--- config.mk ---
export PLATFORM = sky130hd
export DESIGN_NAME = ztsram_ctrl
export DESIGN_NICKNAME = d
export VERILOG_FILES = /design/src/rtl/ztsram_pkg.sv /design/src/rtl/ztsram_cmd.sv /design/src/rtl/ztsram_store.sv /design/src/rtl/ztsram_ctrl.sv
export SDC_FILE = /design/constraint.sdc
export NUM_CORES = 2
export LEC_CHECK = 0
export BUFFER_PORTS_ARGS = -buffer_cell sky130_fd_sc_hd__clkbuf_2
export CORE_MARGIN = 2
export CORE_UTILIZATION = 42
export CTS_CLUSTER_DIAMETER = 50
export DETAILED_ROUTE_END_ITERATION = 10
export GPL_ROUTABILITY_DRIVEN = 0
export GPL_TIMING_DRIVEN = 0
export SETUP_SLACK_MARGIN = 0.1
export SYNTH_ARGS = -nofsm -noshare
export SYNTH_HDL_FRONTEND = slang
export SYNTH_HIERARCHICAL = 1
export SYNTH_SLANG_ARGS = --single-unit
--- constraint.sdc ---
create_clock -name clk -period 2.89 [get_ports clk]
set_input_delay 0.1445 -clock clk [delete_from_list [all_inputs] [get_ports clk]]
set_output_delay 0.1445 -clock clk [all_outputs]
set_load 0.01 [all_outputs]
--- src/rtl/ztsram_pkg.sv ---
package ztsram_pkg;

  localparam int LANE_W = 8;

  // low two word-address bits for a burst beat
  function automatic logic [1:0] burst_lo(input logic [1:0] start,
                                          input logic [1:0] beat,
                                          input logic       xor_mode);
    return xor_mode ? (start ^ beat) : (start + beat);
  endfunction

endpackage

--- src/rtl/ztsram_cmd.sv ---
module ztsram_cmd
  import ztsram_pkg::*;
#(
  parameter int AW = 6,
  parameter int NB = 4
) (
  input  logic          clk,
  input  logic          rst_n,
  input  logic          en,
  input  logic          sel,
  input  logic          burst_cont,
  input  logic          wr_n,
  input  logic [NB-1:0] lane_wr_n,
  input  logic          wrap_xor,
  input  logic [AW-1:0] addr,
  output logic          act,
  output logic          wr,
  output logic          cap,
  output logic [AW-1:0] cur_addr,
  output logic [NB-1:0] lane_n
);

  logic          act_q, act_d;
  logic          wr_q, wr_d;
  logic [AW-1:0] base_q, base_d;
  logic [1:0]    cnt_q, cnt_d;
  logic          mode_q, mode_d;
  logic [NB-1:0] bw_q, bw_d;

  always_comb begin
    act_d  = act_q;
    wr_d   = wr_q;
    base_d = base_q;
    cnt_d  = cnt_q;
    mode_d = mode_q;
    bw_d   = bw_q;
    if (!burst_cont) begin
      act_d = sel;
      if (sel) begin
        wr_d   = ~wr_n;
        base_d = addr;
        cnt_d  = 2'd0;
        mode_d = wrap_xor;
        bw_d   = lane_wr_n;
      end
    end else if (act_q) begin
      cnt_d = cnt_q + 2'd1;
      bw_d  = lane_wr_n;
    end
  end

  always_ff @(posedge clk or negedge rst_n) begin
    if (!rst_n) begin
      act_q  <= 1'b0;
      wr_q   <= 1'b0;
      base_q <= '0;
      cnt_q  <= 2'd0;
      mode_q <= 1'b0;
      bw_q   <= '1;
    end else if (en) begin
      act_q  <= act_d;
      wr_q   <= wr_d;
      base_q <= base_d;
      cnt_q  <= cnt_d;
      mode_q <= mode_d;
      bw_q   <= bw_d;
    end
  end

  always_comb begin
    cur_addr      = base_q;
    cur_addr[1:0] = burst_lo(base_q[1:0], cnt_q, mode_q);
  end

  assign act    = act_q;
  assign wr     = wr_q;
  assign lane_n = bw_q;
  assign cap    = en & act_q & wr_q;

  // a frozen edge leaves all command state alone
  a_r1_hold_state: assert property (@(posedge clk) disable iff (!rst_n)
    !en |=> $stable({act_q, wr_q, base_q, cnt_q, mode_q, bw_q}));

  // advancing an active burst keeps direction and steps the beat
  a_r7_burst_step: assert property (@(posedge clk) disable iff (!rst_n)
    (en && burst_cont && act_q) |=> (act_q && $stable(wr_q) && (cnt_q == $past(cnt_q) + 2'd1)));

  // advancing while deselected stays deselected
  a_r7_stay_idle: assert property (@(posedge clk) disable iff (!rst_n)
    (en && burst_cont && !act_q) |=> !act_q);

endmodule

--- src/rtl/ztsram_store.sv ---
module ztsram_store
  import ztsram_pkg::*;
#(
  parameter int AW = 6,
  parameter int DW = 32
) (
  input  logic          clk,
  input  logic          rst_n,
  input  logic          en,
  input  logic          cap,
  input  logic [AW-1:0] wr_addr,
  input  logic [DW/LANE_W-1:0] lane_n,
  input  logic [DW-1:0] wdata,
  input  logic [AW-1:0] rd_addr,
  output logic [DW-1:0] rdata
);

  localparam int NB    = DW / LANE_W;
  localparam int DEPTH = 1 << AW;

  logic [DW-1:0] mem [DEPTH];

  logic          pend_v;
  logic [AW-1:0] pend_a;
  logic [NB-1:0] pend_m;
  logic [DW-1:0] pend_d;

  // pending buffer: filled at the data edge, committed at the next enabled edge
  always_ff @(posedge clk or negedge rst_n) begin
    if (!rst_n) begin
      pend_v <= 1'b0;
      pend_a <= '0;
      pend_m <= '0;
      pend_d <= '0;
    end else if (en) begin
      pend_v <= cap;
      if (cap) begin
        pend_a <= wr_addr;
        pend_m <= ~lane_n;
        pend_d <= wdata;
      end
    end
  end

  always_ff @(posedge clk) begin
    if (en && pend_v) begin
      for (int b = 0; b < NB; b++) begin
        if (pend_m[b]) mem[pend_a][b*LANE_W +: LANE_W] <= pend_d[b*LANE_W +: LANE_W];
      end
    end
  end

  // flow-through read with pending-write merge
  always_comb begin
    rdata = mem[rd_addr];
    if (pend_v && (pend_a == rd_addr)) begin
      for (int b = 0; b < NB; b++) begin
        if (pend_m[b]) rdata[b*LANE_W +: LANE_W] = pend_d[b*LANE_W +: LANE_W];
      end
    end
  end

  // the pending entry lives exactly one enabled edge unless refilled
  a_r10_commit_once: assert property (@(posedge clk) disable iff (!rst_n)
    (en && pend_v && !cap) |=> !pend_v);

  // a frozen edge keeps the pending entry
  a_r1_hold_pending: assert property (@(posedge clk) disable iff (!rst_n)
    !en |=> $stable({pend_v, pend_a, pend_m, pend_d}));

endmodule

--- src/rtl/ztsram_ctrl.sv ---
module ztsram_ctrl
  import ztsram_pkg::*;
#(
  parameter int AW = 6,
  parameter int DW = 32
) (
  input  logic                 clk,
  input  logic                 rst_n,
  input  logic                 ena_n,
  input  logic                 sel0_n,
  input  logic                 sel1,
  input  logic                 sel2_n,
  input  logic                 burst_cont,
  input  logic                 wr_n,
  input  logic [DW/8-1:0]      lane_wr_n,
  input  logic                 wrap_xor,
  input  logic [AW-1:0]        addr,
  input  logic                 drive_n,
  input  logic [DW-1:0]        dq_in,
  output logic [DW-1:0]        dq_out,
  output logic                 dq_oe
);

  localparam int NB = DW / LANE_W;

  logic rst_meta_n, rst_core_n;

  always_ff @(posedge clk or negedge rst_n) begin
    if (!rst_n) begin
      rst_meta_n <= 1'b0;
      rst_core_n <= 1'b0;
    end else begin
      rst_meta_n <= 1'b1;
      rst_core_n <= rst_meta_n;
    end
  end

  logic          en, sel;
  logic          act, wr, cap;
  logic [AW-1:0] cur_addr;
  logic [NB-1:0] lane_n;

  assign en  = ~ena_n;
  assign sel = ~sel0_n & sel1 & ~sel2_n;

  ztsram_cmd #(.AW(AW), .NB(NB)) u_cmd (
    .clk        (clk),
    .rst_n      (rst_core_n),
    .en         (en),
    .sel        (sel),
    .burst_cont (burst_cont),
    .wr_n       (wr_n),
    .lane_wr_n  (lane_wr_n),
    .wrap_xor   (wrap_xor),
    .addr       (addr),
    .act        (act),
    .wr         (wr),
    .cap        (cap),
    .cur_addr   (cur_addr),
    .lane_n     (lane_n)
  );

  ztsram_store #(.AW(AW), .DW(DW)) u_store (
    .clk     (clk),
    .rst_n   (rst_core_n),
    .en      (en),
    .cap     (cap),
    .wr_addr (cur_addr),
    .lane_n  (lane_n),
    .wdata   (dq_in),
    .rd_addr (cur_addr),
    .rdata   (dq_out)
  );

  assign dq_oe = act & ~wr & ~drive_n;

  // the data cycle of a freshly loaded write never drives the bus
  a_r4_write_quiet: assert property (@(posedge clk) disable iff (!rst_core_n)
    (en && sel && !burst_cont && !wr_n) |=> !dq_oe);

  // a deselect edge turns the drivers off for the next cycle
  a_r6_deselect_off: assert property (@(posedge clk) disable iff (!rst_core_n)
    (en && !sel && !burst_cont) |=> !dq_oe);

  // a loaded read drives exactly when drive_n is low
  a_r3_read_drive: assert property (@(posedge clk) disable iff (!rst_core_n)
    (en && sel && !burst_cont && wr_n) |=> (dq_oe == !drive_n));

  // no drive while held in reset
  a_r11_reset_quiet: assert property (@(posedge clk)
    !rst_core_n |-> !dq_oe);

endmodule

## Yosys cells after proc, flatten, opt, wreduce, memory -nomap -nowiden

Memory sizes are Yosys's and may differ from the RTL's.
Cells that the tools add are included.
W data, S select, Z words.

| storage, ports and cells | value |
|---|---|
| register bits | 60 |
| bits in writable memories | 2048 |
| input port bits | 52 |
| output and inout bits | 33 |
| word-level logic and storage cells | 63 |
| memories | 1 |

| cells by class | value |
|---|---|
| add/subtract/negate cells | 2 |
| equal/unequal tests | 2 |
| mux-type cells | 24 |
| bitwise operators | 15 |
| reduce and logical (&&, ||, !) cells | 7 |

Memories:

| memory | words | width | rd ports | clocked after Yosys merged registers in | write ports | RTL line | RTL |
|---|---|---|---|---|---|---|---|
| u_store.mem | 64 | 32 | 1 | 0 | 1 | ztsram_store.sv:21 | `logic [DW-1:0] mem [DEPTH];` |

Operators by type and width:

| cell | number |
|---|---|
| $mux W32 | 1 |
| $mux W8 | 4 |
| $mux W1 | 12 |
| $mux W4 | 3 |
| $mux W2 | 4 |
| $not A1 Y1 | 7 |
| $and A1 B1 Y1 | 6 |
| $eq A6 B6 Y1 | 1 |
| $reduce_and A3 Y1 | 2 |
| $not A4 Y4 | 1 |
| $reduce_and A2 Y1 | 2 |
| $add A2 B1 Y2 const B | 1 |
| $add A2 B2 Y2 | 1 |
| $logic_and A1 B1 Y1 | 2 |
| $ne A2 B1 Y1 const B | 1 |
| $reduce_bool A2 Y1 | 1 |
| $xor A2 B2 Y2 | 1 |

## Logic depth before layout (Yosys ltp)

| logic depth | value |
|---|---|
| word-level depth | 5 |
| mapped depth | 11 |
| gate-level depth less buffers | 8 |

## Cells and area by module

Netlist, hierarchy kept.

By module, submodules not included:

| module | instances | cells each | area an instance (µm²) | sequential area each (µm²) |
|---|---|---|---|---|
| ztsram_store | 1 | 4090 | 81049.0 | 62575.0 |
| ztsram_cmd | 1 | 51 | 706.9 | 380.4 |
| ztsram_ctrl | 1 | 6 | 82.6 | 50.0 |

## Worst setup path before layout

Ideal clock, no wire load.

| timing path | value |
|---|---|
| path kind | register -> output |
| start point | register u_cmd.cnt_q[0] |
| end point | output dq_out[10] |
| arrival | 2397 ps |
| required time | 2746 ps |
| slack | 349 ps |
| cell stages (with the launch flop) | 10 |
| buffers on the path | 1 |
| path through | dfrtp_1 -> ha_1 -> nor2b_1 -> xnor2_1 -> or4b_2 -> clkbuf_1 -> o22ai_1 -> a211oi_1 -> nand4_1 -> a32o_1 |

| between the ends | value |
|---|---|
| longest elaborated chain between the ends | 5 |
| elaborated cells on any way between the ends | 8 |
| those cells by class | add/sub: 1; eq/ne: 1; mux: 3; bitwise: 1; reduce/logical: 1; memory: 1 |

Ends and longest elaborated chain:

| element | RTL line | RTL |
|---|---|---|
| start, declared | ztsram_cmd.sv:26 | `logic [1:0] cnt_q, cnt_d;` |
| start signal, assigned | ztsram_cmd.sv:64 | `cnt_q <= cnt_d;` |
| $add A2 B2 Y2 (*) | ztsram_pkg.sv:9 | `return xor_mode ? (start ^ beat) : (start + beat);` |
| $mux W2 (*) | ztsram_pkg.sv:9 |  |
| via cur_addr[1] | ztsram_ctrl.sv:40 | `logic [AW-1:0] cur_addr;` |
| $mem_v2 Z64 W32 or $eq A6 B6 Y1 (tied branches) | n/a |  |
| $mux W8 or $logic_and A1 B1 Y1 (tied branches) | ztsram_store.sv:58, ztsram_store.sv:56 |  |
| $mux W32 (*) | ztsram_store.sv:56 | `if (pend_v && (pend_a == rd_addr)) begin` |
| end, declared | ztsram_ctrl.sv:20 | `output logic [DW-1:0] dq_out,` |

The timed path passes the listed nets; every way through them passes the cells marked *.

## Worst setup path after layout

| timing path | value |
|---|---|
| start point | register u_cmd.cnt_q[0] |
| end point | output dq_out[17] |

| between the ends | value |
|---|---|
| longest elaborated chain between the ends | 5 |
| elaborated cells on any way between the ends | 8 |
| those cells by class | add/sub: 1; eq/ne: 1; mux: 3; bitwise: 1; reduce/logical: 1; memory: 1 |

Ends and longest elaborated chain:

| element | RTL line |
|---|---|
| $add A2 B2 Y2 or $xor A2 B2 Y2 (tied branches) | ztsram_pkg.sv:9 |
| $mux W2 (*) | ztsram_pkg.sv:9 |
| via cur_addr[0] | ztsram_ctrl.sv:40 |
| $mem_v2 Z64 W32 or $eq A6 B6 Y1 (tied branches) | n/a |
| $mux W8 or $logic_and A1 B1 Y1 (tied branches) | ztsram_store.sv:58, ztsram_store.sv:56 |
| $mux W32 (*) | ztsram_store.sv:56 |

Marked as above.

==> metrics.csv <==
metric;value;unit
status;finished with violations;
failing checks;max-capacitance violations, max-slew violations, negative setup slack;
Post-Syn Area;0.0818;mm²
slowest CP cell;or4bb_4;
setup slack, reg-to-reg;-0.07;ns
crit path to;dq_out[17];
FMAX;249;MHz
crit path DAT;3.86;ns
DRT Pass-1 Iters;6;
Synth Instances;4147;
PnR worst setup slack;-1.12;ns
Final min period;4.01;ns
number of global-route vias before repair;42100;
r2r worst-path depth;4;
P_leak;31.3;nW
critical path depth in cells;10;
Overall Global Routing Usage;0.217;
pre-CTS setup slack;-1.60;ns
CP cell instances;ha_4 -> buf_12 -> buf_4 -> or4bb_4 -> clkbuf_16 -> o22ai_4 -> a211oi_4 -> nand4_1 -> a32o_2 -> clkbuf_2;
Setup crit start kind;flop;
RSZ-0062 raised after global routing;yes;
Skew-Pair Late Insertion Delay;0.83;ns
Nets;4632;
layout cells sized above 1;0.354;
skew final;0.0419;ns
register area share after synthesis;0.770;
# DRC;0;
clk sinks;2108;
Hold WC Path Type;in -> reg;
TritonCTS clock tree;done;
Synth Flop Type;edfxtp_1;
area growth from synthesis to layout;19.8;%
Congestion Overflow GR;0;
number of synthesized flops with an enable pin;2048;
Worst Path Required;2.75;ns
Max VDD drop;584;µV
Vias;42000;
DP HPWL;155;mm
Setup Crit Path Kind;reg -> out;
Synth top cells by count;edfxtp_1 (2048), mux2i_1 (340), mux4_2 (328), nor2_1 (266), nand2_1 (151);
htree depth;4;
DRT Wirelength;217;mm
CP Buf/Inv Count;4;
endpoints failing hold;0;
clock tree buffer depth;3;
Worst R2R Start;u_store/pend_v;
CP endpoint kind;primary output;
Setup crit start;u_cmd/cnt_q[0];
Critical Path Max Stage Delay;0.60;ns
PD cells;846;mW/mm²
first-pass GRT wire length;306;mm
die area;0.198;mm²
Post-Place Cell Area;0.0862;mm²
Max FO, Critical Path;10;
area taken by multi-input logic gates;0.0204;mm²
Final setup viols;73;
clock-pin slew on the worst setup and hold paths;0.06;ns
core box area;0.194;mm²
ranking of synthesized cells by area;edfxtp_1 (75%), mux4_2 (9.0%), mux2i_1 (4.2%), dfrtp_1 (1.7%), mux2_2 (1.5%);
Tcrit/Tclk final;1.39;
maxcap violations;1;
CP delay by family, top;simple AND/OR/NAND/NOR gates;
Hold Path Cell Cnt;4;
Yosys top cell area share;0.751;
number of fill cells;15500;
YS warnings;6;
DR WL/cell;29.7;µm
Yosys reg bits;2108;
# rows;162;
Worst slew margin;-0.0203;
Die Y;445;µm
Final Max Slew Viols;11;
PortBufs;84;
Root Driver;clkbuf_16;
largest net degree at the start of global routing;66;
number of CTS-inserted buffers;211;
Starting Density;0.421;
area leader, netlist;edfxtp_1;
Via density;5.75;
Routed Antenna Nets;0;
1st-iter DRT viols;4430;
Syn Area/Cell;19.7;µm²
FF-to-FF End;u_store/mem[7][23];
cell with the most instances after synthesis;edfxtp_1;
syn_nets;4200;
Die Wd;445;µm
hold slack;0.0659;ns
initial antenna violation count;2;
Power Total;83.0;mW
Async SR Flop Fraction;0.0285;
design area;0.0981;mm²
Storage cell area;0.0631;mm²
Netlist cell types;53;
Slew @ Worst Pin;1.53;ns
IO Pins;85;
[state kept, by name, indices dropped and copies added (netlist names)]
register        flops
u_cmd/base_q        6
u_cmd/cnt_q         2
u_store/pend_d     32
rst_core_n          1
rst_meta_n          1
u_store/pend_a      6
u_store/pend_v      1
u_cmd/wr            1
u_cmd/mode_q        1
u_cmd/act           1
u_store/pend_m      4
u_cmd/lane_n        4
u_store/mem      2048
[power by group]
part,total [mW],switching (mW),internal (mW)
Sequential,35.7,0.561,35.2
Combinational,20.4,12.3,8.14
Clock,26.9,11.4,15.5
Total,83.0,24.2,58.8
[how the worst min path moves through the flow]
stage,from,end,slack [ns]
final,ena_n,u_cmd/act,0.07
after global routing,addr[1],u_cmd/base_q[1],0.05
after CTS,addr[1],u_cmd/base_q[1],0.02
after detailed placement,rst_n,rst_meta_n,-0.06
after global placement,rst_n,rst_meta_n,-0.07
after floorplan,rst_n,rst_core_n,-0.15
[logic make-up (layout without fill, tap and decap cells)]
group | count (synthesis) | in the layout | synth area share
AOI/OAI and AO/OA | 421 | 421 | 0.0361
xor gates and xnor gates | 8 | 9 | 0.000856
adders and majority gates | 1 | 1 | 0.000153
buffers and inverters | 267 | 875 | 0.0157
DFF | 2108 | 2108 | 0.770
muxes | 780 | 780 | 0.147
other | 1 | 3 | 0.0000458
and+or+nand+nor | 561 | 561 | 0.0298
[what timing repair did]
| item | 4_1_cts | 5_1_grt |
|---|---|---|
| hold buffers | 57 | 0 |
| gates cloned | 1 | 2 |
| pin swaps | 89 | 77 |
| endpoints found under the hold margin | 49 | 0 |
| gates resized for setup | 853 | 234 |
| setup buffers | 28 | 18 |
| setup endpoints to repair | 2087 | 1349 |
[tightest hold or removal path, cell delays in order]
cell and delay, ns:
clkbuf_2 0.08, inv_1 0.10, nand3b_2 0.45, nand2_1 0.09
[layer usage]
layer  wire (µm)  up-vias  track usage
met3       13900      293       0.0336
met1       87600    22200        0.291
met2      108000     1587        0.367
met4        6890        0       0.0658
li1            -    17900            -
met5           0        -            0
[final cells by class]
cell class | count | share of cell area
Antenna cell | 2 | 0.0000510
Buffer | 258 | 0.0233
Clock buffer | 260 | 0.0570
Clock inverter | 130 | 0.0125
Inverter | 4 | 0.000191
Multi-Input combinational cell | 1773 | 0.208
Sequential cell | 2108 | 0.643
Tap cell | 2542 | 0.0324
Timing Repair Buffer | 223 | 0.0232
[layout by cell type, fill, tap and decap left out, types with 42 or more instances in the layout]
cell type,instances
o22ai_1,50
edfxtp_1,2048
mux2_2,107
clkbuf_2,119
buf_4,83
nand2_1,149
mux2i_1,299
clkbuf_16,222
dlygate4sd3_1,57
a21oi_1,59
nor2_2,164
buf_12,58
a221oi_1,55
a22oi_1,57
nor2_4,100
nand3_1,42
clkinv_1,51
clkbuf_1,71
mux4_2,328
[metrics by stage]
| stage | setup TNS (ns) | std cells | utilization |
|---|---|---|---|
| 6_report | -34.27 | 7300 | 0.505 |
| 5_1_grt | -37.26 | 7298 | 0.505 |
| 4_1_cts | -35.05 | 7281 | 0.499 |
| 3_5_place_dp | -1040.92 | 6807 | 0.444 |
| 3_3_place_gp | -1189.05 | 6773 | 0.440 |
| 2_1_floorplan | 0 | 4147 | - |
Power figures use the tool's default switching activity.
